**src/rtl/vic_pkg.sv**
```systemverilog
package vic_pkg;
  localparam int SRC_N   = 32;
  localparam int SRC_SELW = $clog2(SRC_N);
  localparam int CTL_W   = SRC_SELW + 1;
  localparam logic [7:0] ID_BYTES [8] = '{8'h90, 8'h11, 8'h04, 8'h00, 8'h0D, 8'hF0, 8'h05, 8'hB1};
endpackage

```
**src/rtl/vic_slot_arb.sv**
```systemverilog
module vic_slot_arb #(
  parameter int NUM_SLOTS = 16,
  parameter int SRC_N     = 32,
  parameter int SW        = $clog2(SRC_N),
  parameter int LW        = $clog2(NUM_SLOTS + 2)
) (
  input  logic [NUM_SLOTS-1:0]        slot_en,
  input  logic [NUM_SLOTS-1:0][SW-1:0] slot_src,
  input  logic [SRC_N-1:0]            irq_stat,
  input  logic [LW-1:0]               cur_lvl,
  output logic                        irq_req,
  output logic                        hit_any,
  output logic [LW-1:0]               best
);
  localparam logic [LW-1:0] LVL_IDLE = LW'(NUM_SLOTS + 1);

  logic [NUM_SLOTS-1:0] hit;
  logic [NUM_SLOTS-1:0] above;

  for (genvar j = 0; j < NUM_SLOTS; j++) begin : g_slot
    assign hit[j]   = slot_en[j] & irq_stat[slot_src[j]];
    assign above[j] = LW'(j) < cur_lvl;
  end

  always_comb begin
    best = '0;
    for (int j = NUM_SLOTS - 1; j >= 0; j--) begin
      if (hit[j]) best = LW'(j);
    end
  end

  assign hit_any = |hit;
  assign irq_req = (cur_lvl == LVL_IDLE) ? (|irq_stat) : (|(hit & above));
endmodule

```
**src/rtl/vic_lvl_stack.sv**
```systemverilog
module vic_lvl_stack #(
  parameter int NUM_SLOTS = 16,
  parameter int LW        = $clog2(NUM_SLOTS + 2)
) (
  input  logic          clk,
  input  logic          rst,
  input  logic          push,
  input  logic [LW-1:0] push_lvl,
  input  logic          pop,
  output logic [LW-1:0] cur_lvl
);
  localparam int NLV = NUM_SLOTS + 1;
  localparam logic [LW-1:0] LVL_IDLE = LW'(NUM_SLOTS + 1);

  logic [LW-1:0] saved [NLV];

  always_ff @(posedge clk) begin
    if (rst) begin
      cur_lvl <= LVL_IDLE;
      for (int i = 0; i < NLV; i++) saved[i] <= LVL_IDLE;
    end else if (push) begin
      saved[push_lvl] <= cur_lvl;
      cur_lvl         <= push_lvl;
    end else if (pop && cur_lvl != LVL_IDLE) begin
      cur_lvl <= saved[cur_lvl];
    end
  end
endmodule

```
**src/rtl/vic_nest_top.sv**
```systemverilog
module vic_nest_top #(
  parameter int NUM_SLOTS = 16,
  parameter int DW        = 32,
  parameter int AW        = 12
) (
  input  logic          clk,
  input  logic          rst,
  input  logic          rd_en,
  input  logic          wr_en,
  input  logic [AW-1:0] addr,
  input  logic [DW-1:0] wdata,
  output logic [DW-1:0] rdata,
  input  logic [31:0]   src_req,
  output logic          irq_o,
  output logic          fiq_o
);
  import vic_pkg::*;
  localparam int LW = $clog2(NUM_SLOTS + 2);
  localparam int WI = AW - 2;
  localparam logic [LW-1:0] LVL_DEF  = LW'(NUM_SLOTS);
  localparam logic [LW-1:0] LVL_IDLE = LW'(NUM_SLOTS + 1);
  localparam logic [WI-1:0] W_IRQST = WI'(0),  W_FIQST = WI'(1), W_RAW = WI'(2),
                            W_SEL   = WI'(3),  W_ENS   = WI'(4), W_ENC = WI'(5),
                            W_SFS   = WI'(6),  W_SFC   = WI'(7), W_PROT = WI'(8),
                            W_VEC   = WI'(12), W_DEF   = WI'(13);
  localparam int SLOT_A_BASE = 'h100 >> 2;
  localparam int SLOT_C_BASE = 'h200 >> 2;
  localparam int ID_BASE     = 'hFE0 >> 2;

  logic [31:0] en_q, sel_q, soft_q;
  logic        prot_q;
  logic [DW-1:0] def_q;
  logic [DW-1:0] slot_addr [NUM_SLOTS];
  logic [CTL_W-1:0] slot_ctl [NUM_SLOTS];
  logic [NUM_SLOTS-1:0] slot_en;
  logic [NUM_SLOTS-1:0][SRC_SELW-1:0] slot_src;

  logic [31:0] raw, irq_stat, fiq_stat;
  logic [WI-1:0] widx;
  logic irq_req, hit_any, push, pop, vec_rd;
  logic [LW-1:0] best, cur_lvl, push_lvl, new_lvl;
  logic [DW-1:0] rd_mux, vec_val;

  assign widx     = addr[AW-1:2];
  assign raw      = src_req | soft_q;
  assign irq_stat = raw & en_q & ~sel_q;
  assign fiq_stat = raw & sel_q;

  for (genvar j = 0; j < NUM_SLOTS; j++) begin : g_ctl
    assign slot_en[j]  = slot_ctl[j][CTL_W-1];
    assign slot_src[j] = slot_ctl[j][SRC_SELW-1:0];
  end

  vic_slot_arb #(.NUM_SLOTS(NUM_SLOTS), .SRC_N(SRC_N), .SW(SRC_SELW), .LW(LW)) u_arb (
    .slot_en(slot_en), .slot_src(slot_src), .irq_stat(irq_stat), .cur_lvl(cur_lvl),
    .irq_req(irq_req), .hit_any(hit_any), .best(best)
  );

  vic_lvl_stack #(.NUM_SLOTS(NUM_SLOTS), .LW(LW)) u_stk (
    .clk(clk), .rst(rst), .push(push), .push_lvl(push_lvl), .pop(pop), .cur_lvl(cur_lvl)
  );

  // Vector read: raise level to the best pending slot, or to the default level
  always_comb begin
    vec_rd   = rd_en && (widx == W_VEC);
    push     = 1'b0;
    push_lvl = best;
    if (vec_rd) begin
      if (hit_any && best < cur_lvl) begin
        push = 1'b1;
      end else if (!hit_any && (|irq_stat) && cur_lvl == LVL_IDLE) begin
        push     = 1'b1;
        push_lvl = LVL_DEF;
      end
    end
    new_lvl = push ? push_lvl : cur_lvl;
    vec_val = (new_lvl < LVL_DEF) ? slot_addr[new_lvl[$clog2(NUM_SLOTS)-1:0]] : def_q;
  end
  assign pop = wr_en && (widx == W_VEC) && !vec_rd;

  always_comb begin
    rd_mux = '0;
    case (widx)
      W_IRQST: rd_mux = DW'(irq_stat);
      W_FIQST: rd_mux = DW'(fiq_stat);
      W_RAW:   rd_mux = DW'(raw);
      W_SEL:   rd_mux = DW'(sel_q);
      W_ENS:   rd_mux = DW'(en_q);
      W_SFS:   rd_mux = DW'(soft_q);
      W_PROT:  rd_mux = DW'(prot_q);
      W_VEC:   rd_mux = vec_val;
      W_DEF:   rd_mux = def_q;
      default: rd_mux = '0;
    endcase
    for (int n = 0; n < NUM_SLOTS; n++) begin
      if (int'(widx) == SLOT_A_BASE + n) rd_mux = slot_addr[n];
      if (int'(widx) == SLOT_C_BASE + n) rd_mux = DW'(slot_ctl[n]);
    end
    for (int k = 0; k < 8; k++) begin
      if (int'(widx) == ID_BASE + k) rd_mux = DW'(ID_BYTES[k]);
    end
  end

  always_ff @(posedge clk) begin
    if (rst) begin
      en_q <= '0; sel_q <= '0; soft_q <= '0; prot_q <= 1'b0; def_q <= '0;
      rdata <= '0; irq_o <= 1'b0; fiq_o <= 1'b0;
      for (int n = 0; n < NUM_SLOTS; n++) begin
        slot_addr[n] <= '0;
        slot_ctl[n]  <= '0;
      end
    end else begin
      irq_o <= irq_req;
      fiq_o <= |fiq_stat;
      if (rd_en) rdata <= rd_mux;
      if (wr_en) begin
        case (widx)
          W_SEL:  sel_q  <= wdata[31:0];
          W_ENS:  en_q   <= en_q | wdata[31:0];
          W_ENC:  en_q   <= en_q & ~wdata[31:0];
          W_SFS:  soft_q <= soft_q | wdata[31:0];
          W_SFC:  soft_q <= soft_q & ~wdata[31:0];
          W_PROT: prot_q <= wdata[0];
          W_DEF:  def_q  <= wdata;
          default: ;
        endcase
        for (int n = 0; n < NUM_SLOTS; n++) begin
          if (int'(widx) == SLOT_A_BASE + n) slot_addr[n] <= wdata;
          if (int'(widx) == SLOT_C_BASE + n) slot_ctl[n]  <= wdata[CTL_W-1:0];
        end
      end
    end
  end
endmodule

```
**config.mk**
```make
export PLATFORM = sky130hd
export DESIGN_NAME = vic_nest_top
export DESIGN_NICKNAME = d
export VERILOG_FILES = /design/src/rtl/vic_pkg.sv /design/src/rtl/vic_slot_arb.sv /design/src/rtl/vic_lvl_stack.sv /design/src/rtl/vic_nest_top.sv
export SDC_FILE = /design/constraint.sdc
export NUM_CORES = 2
export LEC_CHECK = 0
export BUFFER_PORTS_ARGS = -buffer_cell sky130_fd_sc_hd__buf_4
export CELL_PAD_IN_SITES_DETAIL_PLACEMENT = 0
export CELL_PAD_IN_SITES_GLOBAL_PLACEMENT = 2
export CORE_MARGIN = 3
export CORE_UTILIZATION = 42
export DETAILED_ROUTE_END_ITERATION = 10
export PLACE_DENSITY = 0.77
export SLEW_MARGIN = 10
export SYNTH_ARGS = -nofsm -noshare
export SYNTH_HDL_FRONTEND = slang
export SYNTH_SLANG_ARGS = --single-unit
```
**constraint.sdc**
```tcl
create_clock -name clk -period 8.8 [get_ports clk]
set_clock_uncertainty 0.1 [all_clocks]
set_input_delay 0.44 -clock clk [delete_from_list [all_inputs] [get_ports clk]]
set_output_delay 0.44 -clock clk [all_outputs]
set_load 0.005 [all_outputs]
```
==> out/qor.yml <==
status: "completed"
cts_buffers: 105
fp.coreArea_um2: 121000
clkPwrFrac_pct: 42.8
synthFlopType: "edfxtp_1"
postCtsSetupBuffers: 0
fin_crit_ps: 7960
startpoint_type: "flip-flop"
ys_top_cells_by_count: "768 x edfxtp_1, 637 x nor2_1, 588 x nand2_1, 342 x clkbuf_1, 257 x a21oi_1"
cts_root_buf: "clkbuf_16"
worst_pin_slew_ps: 1300
hold_violations: 0
final_max_slew_viol_count: 0
grt_max_degree: 93
crit_family: "simple AND/OR/NAND/NOR gates"
hold_path.class: "in -> reg"
yosysMostFrequentCell: "edfxtp_1"
syn_inst: 4994
crit_path_max_incr_delay_ps: 740
cts_sinks: 941
yosysSeqAreaShare_pct: 51.4
rsz0062_at_grt: "false"
async_flop_share_pct: 0
syn_avg_cell_area_um2: 10.3
wire_per_inst_um: 36.9
final_cells: 6830
io_pins: 114
ys_ff_latch: 941
synth_compound_area_share_pct: 17.6
critPathBufInv: 2
cts.path.max_buffers: 3
viasPerCell: 6.82
drtAntennaViolNets: 0
ys_warn_count: 0
place_congestion: 1.02
die_w_um: 356
p_per_area_nw_per_um2: 177
crit_fanout: 18
synth.area.top_cells: "edfxtp_1 45%, dfxtp_1 6.7%, mux4_2 5.7%, nor2_1 4.6%, nand2_1 4.3%"
syn_area_um2: 51600
globalRouteOverflowTotal: 0
power.internal_mw: 7.76
synth-simple-area-share_pct: 16.6
irDropWorstVdd_mv: 0.139
n_fill_cell: 11400
htree_levels: 3
crit_required_ps: 9270
timing.slew.headroom_pct: 13.0
dieHeight_um: 356
hpwl_um: 175000
power_switching_share_pct: 25.5
grt_pass1_wl_um: 344000
synth_top_family_by_area: "compound AO/OA/AOI/OAI gates"
synth_top_area_share_pct: 44.7
synth-edff-count: 768
combPwrFrac_pct: 6.9
cts_tree: "done"
first_pass_iters: 9
io_buffer_count: 111
clk_latency_ps: 750
rrSetupSlack_ps: 840
muxShareOfSynthArea_pct: 10.5
drt-total-wl_um: 252000
p_seq_share_pct: 50.2
synth_fa_ha_area_share_pct: 0.0728
dieArea_um2: 127000
crit_path_end_kind: "flip-flop"
grt_usage_pct: 38.7
max_freq_mhz: 126
ys_types: 90
synth_area_leader_cell: "edfxtp_1"
fin_tns_setup_ps: 0
fin_nets: 5203
clkTransAtPathRegs_ps: 80
post-route-period-util_pct: 90.4
placedCellCount: 6593
drc: 0
start_util_pct: 42.7
num_rows: 127
crit_type: "reg -> reg"
dr.first_iter.drc_count: 7206
crit_chain: "nor2_1, nor2_1, buf_4, a211oi_1, nor4_1, or4_1, nor4_2, nand2_1, a21oi_1, ha_1, a21o_1, a21oi_1, nor2_1, or3_1, a41o_1, a21oi_2, buf_4, mux2_4, mux4_2, mux2i_1, mux2i_1, a2111oi_0, o21ai_1"
setup_viol: 0
setup_slack_ps: 844
first_global_vias: 43800
path_common_cell: "nor2_1"
final_layout_size_suffix_gt1_share_pct: 14.8
leakagePower_nw: 20.1
antenna_found_initial: 8
p_switching_mw: 2.66
num_vias: 46600
max-cap-violations: 0
yosys.area_share.xor_xnor_pct: 0.0170
area_growth_pct: 14.2
pre_cts_ws_ps: 982
crit_arrival_ps: 8430
cp_slowest_cell: "nor2_1"
-- area by class of cell --
cell class              count  area, µm²  share of cell area [%]
clock buffers             140       2930                    4.97
multi-input cells        3630      23600                    40.1
clock inverters            60        527                   0.894
diodes                      5       12.5                  0.0212
well taps                1612       2020                    3.42
repair buffers            369       2980                    5.06
inverters                  73        274                   0.465
flip-flops and latches    941      26500                    45.0
-- power by group through the flow --
stage	clock, mW	combinational, mW	sequential, mW
after floorplan	0	0.411	5.18
after global placement	0	0.687	5.31
after detailed placement	0	0.690	5.31
after CTS	4.49	0.704	5.22
after global routing	4.67	0.754	5.24
final	4.46	0.722	5.23
-- final timing paths --
path | startpoint | to | cells after the start
setup / recovery | flip-flop | rdata[4] | 23
hold / removal | rst | sel_q[5] | 2
setup reg to reg | flip-flop | rdata[4] | 23
hold reg to reg | def_q[2] | def_q[2] | 2
-- kinds of logic (layout without fill, tap and decap cells) --
family / after synthesis / after routing
adder cells (fa/ha/maj): 3 / 3
AO/OA/AOI/OAI: 1286 / 1286
other: 2 / 85
AND/OR/NAND/NOR: 1889 / 1889
flip-flops: 941 / 941
multiplexers: 371 / 371
XOR/XNOR: 1 / 1
buffers and inverters: 501 / 642
-- sequential cells by signal (all words and copies together) (netlist names), named ones only --
name and count:
u_stk.cur_lvl 5, prot_q 1, def_q 32, slot_ctl 96, u_stk.saved 160, fiq_o 1
rdata 32, irq_o 1, slot_addr 512, sel_q 32
-- cells in the final DEF, fill, tap and decap left out, types with 25 or more instances in the layout --
| cell type | instances |
|---|---|
| a2111oi_0 | 38 |
| a211oi_1 | 57 |
| a21oi_1 | 257 |
| a221o_1 | 28 |
| a221oi_1 | 133 |
| a222oi_1 | 25 |
| a22oi_1 | 91 |
| a311oi_1 | 73 |
| a31oi_1 | 34 |
| and3_1 | 62 |
| buf_4 | 326 |
| clkbuf_16 | 108 |
| clkinv_1 | 28 |
| conb_1 | 80 |
| dfxtp_1 | 171 |
| dlygate4sd3_1 | 32 |
| edfxtp_1 | 768 |
| inv_1 | 65 |
| mux2_2 | 27 |
| mux2i_1 | 210 |
| mux4_2 | 131 |
| nand2_1 | 581 |
| nand2b_1 | 83 |
| nand3_1 | 105 |
| nand4_1 | 46 |
| nor2_1 | 614 |
| nor2b_1 | 34 |
| nor3_1 | 134 |
| nor4_1 | 25 |
| o211ai_1 | 56 |
| o21ai_0 | 208 |
| o221ai_1 | 45 |
| o22ai_1 | 46 |
| or2_2 | 29 |
| or3_1 | 44 |
-- stage by stage --
stage | util (%) | power (mW) | hold WS (ps) | instance area (µm²)
final | 48.7 | 10.4 | 13.5 | 58900
after global routing | 48.7 | 10.7 | 51.5 | 58900
after detailed placement | 45.6 | 6.00 | 371 | 55100
after global placement | 45.6 | 5.99 | 363 | 55100
after floorplan | - | 5.59 | 346 | 51900
after CTS | 48.7 | 10.4 | 6.16 | 58900
-- what timing repair did --
| item | CTS | global route |
|---|---|---|
| hold endpoints to repair | 129 | 0 |
| hold buffers | 32 | 0 |
| gates resized for setup | 0 | 0 |
-- metal layers --
| metal | up-vias | global-route usage (%) | part of all wire [%] |
|---|---|---|---|
| met5 | - | 0 | 0.0052 |
| met4 | 2 | 25.2 | 7.9 |
| met3 | 647 | 8.89 | 11 |
| met2 | 3132 | 58.7 | 44 |
| met1 | 23400 | 49.7 | 37 |
| li1 | 19400 | - | - |
No activity file was read; power rests on OpenSTA's default activity.
